[src/rtl/cgv_pkg.sv]
package cgv_pkg;
   typedef enum logic {
      CGV_TIMEOUT = 1'b0,
      CGV_DIRECT  = 1'b1
   } cgv_mode_e;

   typedef enum logic {
      CGV_TB_FAST  = 1'b0,
      CGV_TB_HEART = 1'b1
   } cgv_tb_e;
endpackage

[src/rtl/cgv_cfg_regs.sv]
module cgv_cfg_regs
   import cgv_pkg::*;
#(
   parameter int N_CLK = 4,
   parameter int CNT_W = 8,
   parameter int SEL_W = 2
) (
   input  logic             clk_i,
   input  logic             rst_ni,
   input  logic             acq_active_i,
   input  logic             we_i,
   input  logic             mode_i,
   input  logic             tbsel_i,
   input  logic [CNT_W-1:0] preset_i,
   input  logic [SEL_W-1:0] src_i,
   input  logic             pol_i,
   input  logic [N_CLK-1:0] rise_en_i,
   input  logic [N_CLK-1:0] fall_en_i,
   input  logic             rate_hi_i,
   output cgv_mode_e        mode_q,
   output cgv_tb_e          tb_q,
   output logic [CNT_W-1:0] preset_q,
   output logic [SEL_W-1:0] src_q,
   output logic             pol_q,
   output logic [N_CLK-1:0] rise_en_q,
   output logic [N_CLK-1:0] fall_en_q,
   output logic             rate_hi_q
);
   // Writes are accepted only while acquisition is idle.
   logic wr_ok;
   assign wr_ok = we_i & ~acq_active_i;

   always_ff @(posedge clk_i) begin
      if (!rst_ni) begin
         mode_q    <= CGV_TIMEOUT;
         tb_q      <= CGV_TB_FAST;
         preset_q  <= '0;
         src_q     <= '0;
         pol_q     <= 1'b0;
         rise_en_q <= '0;
         fall_en_q <= '0;
         rate_hi_q <= 1'b0;
      end else if (wr_ok) begin
         mode_q    <= cgv_mode_e'(mode_i);
         tb_q      <= cgv_tb_e'(tbsel_i);
         preset_q  <= preset_i;
         src_q     <= src_i;
         pol_q     <= pol_i;
         rise_en_q <= rise_en_i;
         fall_en_q <= fall_en_i;
         rate_hi_q <= rate_hi_i;
      end
   end
endmodule

[src/rtl/cgv_edge_det.sv]
module cgv_edge_det #(
   parameter int N_CLK = 4
) (
   input  logic             clk_i,
   input  logic             rst_ni,
   input  logic [N_CLK-1:0] cap_i,
   input  logic [N_CLK-1:0] rise_en_i,
   input  logic [N_CLK-1:0] fall_en_i,
   output logic             edge_o
);
   logic [N_CLK-1:0] prev_q;
   logic [N_CLK-1:0] hit;

   always_ff @(posedge clk_i) begin
      if (!rst_ni) prev_q <= '0;
      else         prev_q <= cap_i;
   end

   for (genvar i = 0; i < N_CLK; i++) begin : g_lane
      assign hit[i] = (rise_en_i[i] &  cap_i[i] & ~prev_q[i])
                    | (fall_en_i[i] & ~cap_i[i] &  prev_q[i]);
   end

   assign edge_o = |hit;
endmodule

[src/rtl/cgv_timeout_ctr.sv]
module cgv_timeout_ctr #(
   parameter int CNT_W = 8
) (
   input  logic             clk_i,
   input  logic             rst_ni,
   input  logic             run_i,
   input  logic             tick_i,
   input  logic             reload_i,
   input  logic [CNT_W-1:0] preset_i,
   output logic [CNT_W-1:0] cnt_o
);
   localparam logic [CNT_W-1:0] CNT_MAX = '1;
   localparam logic [CNT_W-1:0] CNT_ONE = CNT_W'(1);

   // Held at the preset while stopped, reloaded by an edge, and
   // restarted from the preset after the count wraps.
   always_ff @(posedge clk_i) begin
      if (!rst_ni) begin
         cnt_o <= '0;
      end else if (!run_i || reload_i) begin
         cnt_o <= preset_i;
      end else if (tick_i) begin
         if (cnt_o == CNT_MAX) cnt_o <= preset_i;
         else                  cnt_o <= cnt_o + CNT_ONE;
      end
   end
endmodule

[src/rtl/cgv_rst_wdog.sv]
module cgv_rst_wdog
   import cgv_pkg::*;
#(
   parameter int N_CLK      = 4,
   parameter int CNT_W      = 8,
   parameter int SEL_W      = $clog2(N_CLK),
   parameter int DEPTH_W    = 3,
   parameter int DEPTH_SLOW = 4,
   parameter int DEPTH_FAST = 3
) (
   input  logic               clk_i,
   input  logic               rst_ni,
   input  logic               acq_active_i,
   input  logic               hb_tick_i,
   input  logic [N_CLK-1:0]   cap_clk_i,
   input  logic               cfg_we_i,
   input  logic               cfg_mode_i,
   input  logic               cfg_tbsel_i,
   input  logic [CNT_W-1:0]   cfg_preset_i,
   input  logic [SEL_W-1:0]   cfg_src_i,
   input  logic               cfg_pol_i,
   input  logic [N_CLK-1:0]   cfg_rise_en_i,
   input  logic [N_CLK-1:0]   cfg_fall_en_i,
   input  logic               cfg_rate_hi_i,
   output logic               fifo_rst_o,
   output logic [DEPTH_W-1:0] depth_o
);
   localparam logic [CNT_W-1:0]   CNT_MAX = '1;
   localparam logic [DEPTH_W-1:0] D_SLOW  = DEPTH_W'(DEPTH_SLOW);
   localparam logic [DEPTH_W-1:0] D_FAST  = DEPTH_W'(DEPTH_FAST);

   // Elaboration-time parameter checks
   if (N_CLK < 2) begin : g_chk_nclk
      $error("cgv_rst_wdog: N_CLK must be at least 2");
   end
   if (SEL_W != $clog2(N_CLK)) begin : g_chk_sel
      $error("cgv_rst_wdog: SEL_W must equal clog2(N_CLK)");
   end
   if (CNT_W < 2) begin : g_chk_cnt
      $error("cgv_rst_wdog: CNT_W must be at least 2");
   end
   if (DEPTH_SLOW >= (1 << DEPTH_W) || DEPTH_FAST >= (1 << DEPTH_W)
       || DEPTH_FAST < 1 || DEPTH_SLOW < 1) begin : g_chk_depth
      $error("cgv_rst_wdog: depths must fit DEPTH_W and be nonzero");
   end

   cgv_mode_e        mode_q;
   cgv_tb_e          tb_q;
   logic [CNT_W-1:0] preset_q;
   logic [SEL_W-1:0] src_q;
   logic             pol_q;
   logic [N_CLK-1:0] rise_en_q;
   logic [N_CLK-1:0] fall_en_q;
   logic             rate_hi_q;

   cgv_cfg_regs #(
      .N_CLK (N_CLK),
      .CNT_W (CNT_W),
      .SEL_W (SEL_W)
   ) u_cfg (
      .clk_i        (clk_i),
      .rst_ni       (rst_ni),
      .acq_active_i (acq_active_i),
      .we_i         (cfg_we_i),
      .mode_i       (cfg_mode_i),
      .tbsel_i      (cfg_tbsel_i),
      .preset_i     (cfg_preset_i),
      .src_i        (cfg_src_i),
      .pol_i        (cfg_pol_i),
      .rise_en_i    (cfg_rise_en_i),
      .fall_en_i    (cfg_fall_en_i),
      .rate_hi_i    (cfg_rate_hi_i),
      .mode_q       (mode_q),
      .tb_q         (tb_q),
      .preset_q     (preset_q),
      .src_q        (src_q),
      .pol_q        (pol_q),
      .rise_en_q    (rise_en_q),
      .fall_en_q    (fall_en_q),
      .rate_hi_q    (rate_hi_q)
   );

   logic edge_any;

   cgv_edge_det #(
      .N_CLK (N_CLK)
   ) u_edge (
      .clk_i     (clk_i),
      .rst_ni    (rst_ni),
      .cap_i     (cap_clk_i),
      .rise_en_i (rise_en_q),
      .fall_en_i (fall_en_q),
      .edge_o    (edge_any)
   );

   logic             tick_en;
   logic             run;
   logic [CNT_W-1:0] cnt_q;

   assign tick_en = (tb_q == CGV_TB_HEART) ? hb_tick_i : 1'b1;
   assign run     = acq_active_i && (mode_q == CGV_TIMEOUT);

   cgv_timeout_ctr #(
      .CNT_W (CNT_W)
   ) u_ctr (
      .clk_i    (clk_i),
      .rst_ni   (rst_ni),
      .run_i    (run),
      .tick_i   (tick_en),
      .reload_i (edge_any),
      .preset_i (preset_q),
      .cnt_o    (cnt_q)
   );

   // A wrap raises the reset unless an enabled edge in the same cycle
   // clears it first.
   logic expire;
   logic sel_lvl;
   logic rst_d;

   assign expire  = run & tick_en & ~edge_any & (cnt_q == CNT_MAX);
   assign sel_lvl = cap_clk_i[src_q];

   always_comb begin
      rst_d = 1'b0;
      if (acq_active_i) begin
         if (mode_q == CGV_DIRECT) rst_d = (sel_lvl == pol_q);
         else                      rst_d = expire;
      end
   end

   always_ff @(posedge clk_i) begin
      if (!rst_ni) fifo_rst_o <= 1'b0;
      else         fifo_rst_o <= rst_d;
   end

   assign depth_o = rate_hi_q ? D_FAST : D_SLOW;
endmodule

[config.mk]
export PLATFORM = sky130hd
export DESIGN_NAME = cgv_rst_wdog
export DESIGN_NICKNAME = d
export VERILOG_FILES = /design/src/rtl/cgv_pkg.sv /design/src/rtl/cgv_cfg_regs.sv /design/src/rtl/cgv_edge_det.sv /design/src/rtl/cgv_timeout_ctr.sv /design/src/rtl/cgv_rst_wdog.sv
export SDC_FILE = /design/constraint.sdc
export NUM_CORES = 1
export LEC_CHECK = 0
export ABC_CLOCK_PERIOD_IN_PS = 1700
export CELL_PAD_IN_SITES_DETAIL_PLACEMENT = 0
export CELL_PAD_IN_SITES_GLOBAL_PLACEMENT = 1
export CORE_MARGIN = 10
export CORE_UTILIZATION = 34
export CTS_CLUSTER_SIZE = 16
export DETAILED_ROUTE_END_ITERATION = 8
export DONT_BUFFER_PORTS = 1
export HOLD_SLACK_MARGIN = 0.1
export PLACE_DENSITY_LB_ADDON = 0.2
export SLEW_MARGIN = 0
export SYNTH_ARGS = -nofsm -noshare
export SYNTH_HDL_FRONTEND = slang
export SYNTH_SLANG_ARGS = --single-unit
[constraint.sdc]
create_clock -name clk_i -period 1.7 [get_ports clk_i]
set_input_delay 0.255 -clock clk_i [delete_from_list [all_inputs] [get_ports clk_i]]
set_output_delay 0.255 -clock clk_i [all_outputs]
set_load 0.1 [all_outputs]
==> flow_summary.ini, run 1 <==
[floorplan]
dieArea_um2 = 7870
rows = 24
core_area_um2 = 4470
fp.dieH_um = 88.7
initial_core_util_pct = 35.9
io_pins = 35
die-width_um = 88.7

[timing]
setup_tns_ps = -11.8
fin_crit_sh_pct = 101
max_freq_ghz = 0.584
rsz0062_at_grt = true
holdWs_ps = 118
hold_viol = 0
finalWorstSetupSlack_ps = -11.8
drv_slew = 0
finalCriticalPeriod_ps = 1710
tightest_slew_ps = 321
setup-violations-final = 1
max_slew_margin_pct = 78.6
finClkSkew_ps = 2.96

[synth]
ys_seq_area_share_pct = 43.6
yosysWarnings = 0
synth_top_family_by_area = simple AND/OR/NAND/NOR gates
synth-xor-area-share_pct = 0.545
synth-edff-count = 0
synth_mux_area_share_pct = 4.52
synth-compound-area-share_pct = 19.8
netlist_instances = 194
synth_fp_nets = 226
ys_ff_latch = 35
synth-simple-area-share_pct = 27.3
ys_types = 35
async_flop_share_pct = 0
synth.avg_cell_area_um2 = 8.28
synthAdderAreaFrac_pct = 0.779
synth_ff_type = dfxtp_1
synth_area_um2 = 1610

[outcome]
violations = negative setup slack
status = finished, violations left

[critical_path]
path_class = reg -> reg
path_max_fanout = 8
cp-start-kind = flip-flop
cp-startpoint = u_cfg.fall_en_q[1]
cp.required_ps = 1860
cp_data_arrival_time_ps = 1870
end_kind = flip-flop
r2r_start = u_cfg.fall_en_q[1]
reg2reg_setup_slack_ps = -10

[placement]
dp_hpwl_um = 2860
io_buffers = 0
post-place-ws_ps = -73.4
dp.cells = 246
gp_congestion = 0.785
place_area_um2 = 1710

[pwr]
cellLeakagePower_uw = 0.000696
p_per_area_nw_per_um2 = 891
vdd_drop_max_uv = 351

[route]
remaining_drc_errors = 0
ant_nets = 0
wl_per_cell_um = 15.1
totalWireLength_um = 3970
via_per_inst = 5.05
drt_iter0_markers = 117
dr.pass1.iters = 4
vias = 1327

[layout]
stdcell_count = 263
fin_nets = 243
area_growth_pct = 17.9
nFillCells = 437
antenna_cells = 0
drive_gt1_share_pct = 12.8
multi_input_area_um2 = 852
ff_latch_area_um2 = 703
final_cell_area_um2 = 1890

[global_routing]
grt_max_degree = 36
grt_pass1_wl_um = 6450
track_usage_pct = 10.7
grt_pass1_vias = 1316
antenna_found_initial = 0
overflow = 0

[cts]
h-tree-depth = 2
clockBufferDepth = 2
cts_sinks = 35
insertion_delay_ps = 270
cts_tree = built
path_clk_slew_ps = 70
cts_root_buffer = clkbuf_8
cts_buffers = 5

[run]
maxCapViolCount = 0

[min_path]
hp-class = in -> reg
hold_path_startpoint = cfg_fall_en_i[2]
[synthesized netlist by cell type (2+ instances only)]
cell type	number	share of area [%]
o22ai_1	4	1.6
mux2i_1	5	3.1
o21ai_1	2	0.62
a21oi_1	6	1.9
a21boi_0	23	11
a31oi_1	2	0.78
and2_1	4	1.6
nor2_1	10	2.3
nand2b_1	2	0.78
nand3_1	2	0.62
dfxtp_1	35	44
nand2_1	58	14
or3_1	2	0.78
buf_4	2	0.93
clkbuf_1	7	1.6
nand3b_1	5	2.3
nor4_1	2	0.78
o21ai_0	5	1.6
nor2b_1	2	0.78
[metrics by stage]
step / total power, uW / utilization, %
floorplan: 1060 / -
global placement: 1090 / 38.2
detailed placement: 1090 / 38.2
CTS: 1720 / 42.3
global route: 1770 / 42.3
finish: 1690 / 42.3
[power by group]
group / internal, uW / total [uW] / leakage (uW) / switching [uW]
clock: 318 / 592 / 0.0000470 / 275
combinational: 101 / 208 / 0.000361 / 108
sequential: 860 / 887 / 0.000287 / 27.0
[placed cells by master, fill, tap and decap left out, drive strengths merged]
master        n
nand2        58
buf          12
a22o          1
clkbuf        6
or4           1
a21oi         6
and2b         1
mux4          1
xnor2         1
a31oi         2
and2          4
or2           1
o21ai         7
nand4         1
o22ai         4
a21boi       23
or3           2
nor2         11
dfxtp        35
o21a          1
nor4          2
mux2i         5
ha            1
nor2b         3
nand3b        5
dlygate4sd3   8
o211ai        1
nand3         2
clkinv        1
nand2b        2
inv           1
a32oi         1
o211a         1
[critical path, cell delays in order (launching register included)]
cell      delay [ps]
dfxtp_1          320
nand3b_1          80
nand2_1           80
or4_4            600
nor2_8           190
mux2i_1          230
o22ai_1           90
[layer usage]
metal | track usage (%) | up-vias | wire (um)
li1 | - | 691 | -
met1 | 12.4 | 605 | 1820
met2 | 16.3 | 27 | 1790
met3 | 6.07 | 4 | 325
met4 | 3.52 | 0 | 37
met5 | 0 | - | 0
[what timing repair did]
action	CTS	global route
buffers inserted	2	0
endpoints found under the setup margin	6	7
resized for setup	1	1
hold buffers	8	0
gates cloned	0	0
endpoints found under the hold margin	7	0
pin swaps	4	3
[area by class of cell]
cell class / count / share of cell area, %
Tap cell: 52 / 3.43
Clock buffer: 6 / 4.36
Clock inverter: 1 / 0.264
Timing Repair Buffer: 20 / 9.64
Inverter: 1 / 0.198
Sequential cell: 35 / 37.1
Multi-Input combinational cell: 148 / 45.0
[path summary, 6_finish.rpt]
| check | endpoint | depth (start not counted) |
|---|---|---|
| min | u_cfg.fall_en_q[2] | 2 |
| max | u_ctr.cnt_o[5] | 6 |
| max reg2reg | u_ctr.cnt_o[5] | 6 |
| min reg2reg | u_cfg.fall_en_q[2] | 2 |
[kinds of logic (layout without fill, tap and decap cells)]
kind of cell    Yosys count  count (layout)
buf+inv                  11              28
xor+xnor                  1               1
fa+ha+maj                 1               1
simple gates             93              93
compound gates           47              47
mux                       6               6
flops                    35              35
[flip-flops by register name, summed over array words and instances, names as in the netlist]
register and flops:
u_ctr.cnt_o 8, u_cfg.tb_q 1, fifo_rst_o 1, u_cfg.rise_en_q 4, u_cfg.mode_q 1, u_cfg.preset_q 8, u_edge.prev_q 4, u_cfg.rate_hi_q 1
u_cfg.src_q 2, u_cfg.pol_q 1, u_cfg.fall_en_q 4
Note: power is estimated with default switching activity, not from simulation.
==> inputs of run 2 (changes only) <==
--- a/config.mk
+++ b/config.mk
@@ -10,2 +10,3 @@
 export CELL_PAD_IN_SITES_GLOBAL_PLACEMENT = 1
+export CORE_ASPECT_RATIO = 0.6
 export CORE_MARGIN = 10
==> constraint.sdc (replaced) <==
create_clock -name clk_i -period 1.7 [get_ports clk_i]
set_input_delay 0.34 -clock clk_i [delete_from_list [all_inputs] [get_ports clk_i]]
set_output_delay 0.34 -clock clk_i [all_outputs]
set_load 0.1 [all_outputs]
==> flow_summary.ini, run 2 (synthesis gave the netlist of run 1 again) <==
[outcome]
status = finished, violations left
violations = negative setup slack

[global_routing]
grt_max_degree = 37
grt_pass1_vias = 1324
antenna_found_initial = 0
grt_pass1_wl_um = 6830
track_usage_pct = 11.1
overflow = 0

[layout]
stdcell_count = 269
fin_nets = 237
top_regs = u_cfg.preset_q x8, u_ctr.cnt_o x8
layout.cells.most_common = nand2_1
mostFrequentLayoutCells = 58 x nand2_1, 30 x dfxtp_1, 23 x a21boi_0
postLayoutCoreUtil_pct = 41.1
area_growth_pct = 16.9
antenna_cells = 0
final_cell_area_um2 = 1880
drive_gt1_share_pct = 16.0

[critical_path]
reg2reg_to = u_ctr.cnt_o[5]
cp_data_arrival_time_ps = 1920
cp.required_ps = 1870
cp_slowest_cell = or4_4
reg2regPathDepth = 6
cp-start-kind = flip-flop
path_class = reg -> reg
r2r_start = u_cfg.fall_en_q[1]
reg2reg_setup_slack_ps = -50
cp_cell_sequence = nand3b_1, nand2_1, or4_4, nor2_8, mux2i_2, o22ai_1
critPathMaxStageDelay_ps = 600
end_kind = flip-flop
path_max_fanout = 8

[placement]
io_buffers = 0
dp.cells = 259
gp_congestion = 0.834
place_area_um2 = 1770
dp_hpwl_um = 3280

[cts]
hold_buffers = 0
h-tree-depth = 2
cts_sinks = 35
path_clk_slew_ps = 70
cts_tree = built
cts_root_buffer = clkbuf_8
insertion_delay_ps = 290
clockBufferDepth = 2
cts_buffers = 5

[min_path]
holdPathStages = 2
hold_end = fifo_rst_o
hp-class = in -> reg
hold_path_startpoint = acq_active_i

[timing]
finClkSkew_ps = 6.16
finalWorstSetupSlack_ps = -46.0
tightest_slew_ps = 417
fin_crit_sh_pct = 103
rsz0062_at_grt = true
max_slew_margin_pct = 72.1
setup_tns_ps = -80.7
holdWs_ps = 168
hold_viol = 0
setup-violations-final = 4
max_freq_ghz = 0.573
finalCriticalPeriod_ps = 1750
drv_slew = 0

[route]
dr.pass1.iters = 4
via_per_inst = 4.97
ant_nets = 0
top_layer = met4
routedLengthMet1_um = 2170
totalWireLength_um = 4210
drt_iter0_markers = 43
vias = 1336
wl_met3_um = 373
wl_per_cell_um = 15.7
remaining_drc_errors = 0
wl_met2_um = 1610

[floorplan]
initial_core_util_pct = 35.2
dieArea_um2 = 7960
fp.dieH_um = 73.2
rows = 19
die-width_um = 109
io_pins = 35
core_area_um2 = 4560

[pwr]
vdd_drop_max_uv = 342
p_per_area_nw_per_um2 = 895
cellLeakagePower_uw = 0.000684

[run]
maxCapViolCount = 0
run 2: report_power, final:
part	internal, uW	total [uW]	switching [uW]
sequential	860	891	30.6
clock	287	581	294
combinational	99.3	208	109
run 2: worst max-delay path: cells and delay by family, from the launching register on:
kind            cells  cell delay (ps)
flops               1              330
simple gates        4              950
mux                 1              230
compound gates      1              110
run 2: cell type report:
type	instances	area [um^2]
fillers	471	2690
multi-input cells	148	865
flip-flops and latches	35	707
repair buffers	14	143
well taps	63	78.8
clock buffers	7	76.3
clock inverters	1	5.00
inverters	1	3.75
run 2: repair_timing:
item	CTS	global route
endpoints found under the setup margin	5	8
gates cloned	0	0
pin swaps	3	6
gates resized for setup	1	5
setup buffers	2	0
run 2: worst max-delay path by stage:
stage / startpoint / endpoint / slack, ps / cells after the start
final: u_cfg.fall_en_q[1] / u_ctr.cnt_o[5] / -50 / 6
after global routing: u_edge.prev_q[2] / u_ctr.cnt_o[5] / -120 / 6
after CTS: u_cfg.mode_q / u_ctr.cnt_o[5] / -50 / 6
after detailed placement: cap_clk_i[3] / u_ctr.cnt_o[2] / -80 / 6
after global placement: cap_clk_i[3] / u_ctr.cnt_o[3] / -20 / 6
after floorplan: cap_clk_i[3] / u_ctr.cnt_o[3] / -4 / 7
run 2: metal layers:
metal | vias to the layer above | track usage, %
met5 | - | 0
met4 | 0 | 3.93
met3 | 6 | 5.03
met2 | 35 | 15.1
met1 | 613 | 15.0
li1 | 682 | -
run 2: stage by stage:
| step | power [uW] | setup WS [ps] |
|---|---|---|
| floorplan | 1060 | -3.70 |
| CTS | 1690 | -49.4 |
| global route | 1760 | -117 |
| global placement | 1100 | -20.9 |
| detailed placement | 1110 | -76.3 |
| finish | 1680 | -46.0 |
==> inputs of run 3 (changes only) <==
- ABC_CLOCK_PERIOD_IN_PS: 1700 -> 1900
- CELL_PAD_IN_SITES_DETAIL_PLACEMENT: 0 -> 1
- CELL_PAD_IN_SITES_GLOBAL_PLACEMENT: 1 -> 2
- clock period: 1.7 -> 1.9 ns (I/O delays scaled with it)
==> flow_summary.ini, run 3 (synthesis gave the netlist of run 1 again) <==
[global_routing]
track_usage_pct = 11.3
overflow = 0
grt_max_degree = 37
grt_pass1_vias = 1455
grt_pass1_wl_um = 7080
antenna_found_initial = 0

[placement]
gp_congestion = 0.800
dp_hpwl_um = 3250
post-place-ws_ps = 20.8
io_buffers = 0

[pwr]
finalPower_uw = 1480
cellLeakagePower_uw = 0.000639
vdd_drop_max_uv = 309
p_per_area_nw_per_um2 = 826

[route]
wl_per_cell_um = 16.2
totalWireLength_um = 4260
via_per_inst = 4.97
vias = 1307
dr.pass1.iters = 4
ant_nets = 0
drt_iter0_markers = 55
remaining_drc_errors = 0

[floorplan]
dieArea_um2 = 7960
io_pins = 35
fp.dieH_um = 73.2
initial_core_util_pct = 35.2
rows = 19
core_area_um2 = 4560
die-width_um = 109

[critical_path]
cp_data_arrival_time_ps = 1930
end_kind = flip-flop
cp_slowest_cell = or4_4
cp_cell_sequence = nor2b_2, o21ai_1, or4_4, nor2_8, mux2i_1, o22ai_1
critPathMaxStageDelay_ps = 610
path_max_fanout = 9
cp.required_ps = 2070
path_class = reg -> reg
cp-start-kind = flip-flop
r2r_start = u_cfg.mode_q
cp-startpoint = u_cfg.mode_q

[timing]
fin_crit_sh_pct = 92.7
drv_slew = 0
finalCriticalPeriod_ps = 1760
setup_tns_ps = 0
hold_viol = 0
max_slew_margin_pct = 75.9
setup-violations-final = 0
rsz0062_at_grt = false
finalWorstSetupSlack_ps = 138
tightest_slew_ps = 361
finClkSkew_ps = 4.45
max_freq_ghz = 0.568

[min_path]
hold_path_startpoint = acq_active_i
hp-class = in -> reg

[cts]
clockBufferDepth = 2
insertion_delay_ps = 280
post_cts_buffers = 0
cts_tree = built
hold_buffers = 0
cts_root_buffer = clkbuf_8
path_clk_slew_ps = 70
h-tree-depth = 2
cts_buffers = 5
cts-resized-gates = 0
cts_sinks = 35

[layout]
antenna_cells = 0
top_regs = u_cfg.preset_q x8, u_ctr.cnt_o x8
ff_latch_area_um2 = 702
multi_input_area_um2 = 850
drive_gt1_share_pct = 10.0
nFillCells = 564
fin_nets = 231
mostFrequentLayoutCells = 58 x nand2_1, 34 x dfxtp_1, 23 x a21boi_0
area_growth_pct = 11.3
layout.cells.most_common = nand2_1

[run]
maxCapViolCount = 0

[outcome]
status = finished clean
run 3: cell count changes in the layout (fill, tap and decap cells not counted), sizes merged:
cell	before	now
buf	14	8
run 3: final cells by class:
type | count | area share (%)
tap | 63 | 4.41
sequential | 35 | 39.3
multi-input combinational | 148 | 47.5
timing repair buffer | 8 | 4.06
clock inverter | 1 | 0.280
inverter | 1 | 0.210
clock buffer | 7 | 4.27
run 3: critical path: cells and delay by family, from the launching register on:
kind            cells  cell delay [ps]
compound gates      2              180
simple gates        3              910
mux                 1              220
flops               1              330
run 3: final timing paths:
kind	slack (ps)	endpoint	cells after the start
worst min-delay path	210	fifo_rst_o	2
worst max-delay path	140	u_ctr.cnt_o[2]	6
worst max register to register	140	u_ctr.cnt_o[2]	6
worst min register to register	470	u_cfg.fall_en_q[2]	2
run 3: stage by stage:
| step | cells | area (um^2) | util [%] | hold WS, ps |
|---|---|---|---|---|
| 2_1_floorplan | 194 | 1610 | - | 440 |
| 3_3_place_gp | 255 | 1710 | 37.4 | 461 |
| 3_5_place_dp | 255 | 1710 | 37.4 | 464 |
| 4_1_cts | 263 | 1790 | 39.2 | 206 |
| 5_1_grt | 263 | 1790 | 39.2 | 206 |
| 6_report | 263 | 1790 | 39.2 | 210 |
run 3: power breakdown:
part	total, uW	switching (uW)	internal, uW
Clock	514	257	257
Combinational	165	92.8	71.9
Sequential	797	28.1	769
Total	1480	378	1100
run 3: routing by layer:
layer | global-route usage [%] | part of all wire (%) | vias to the layer above
li1 | - | - | 670
met1 | 14.9 | 50 | 604
met2 | 15.7 | 39 | 31
met3 | 5.47 | 9.4 | 2
met4 | 3.49 | 0.75 | 0
met5 | 0 | 0 | -
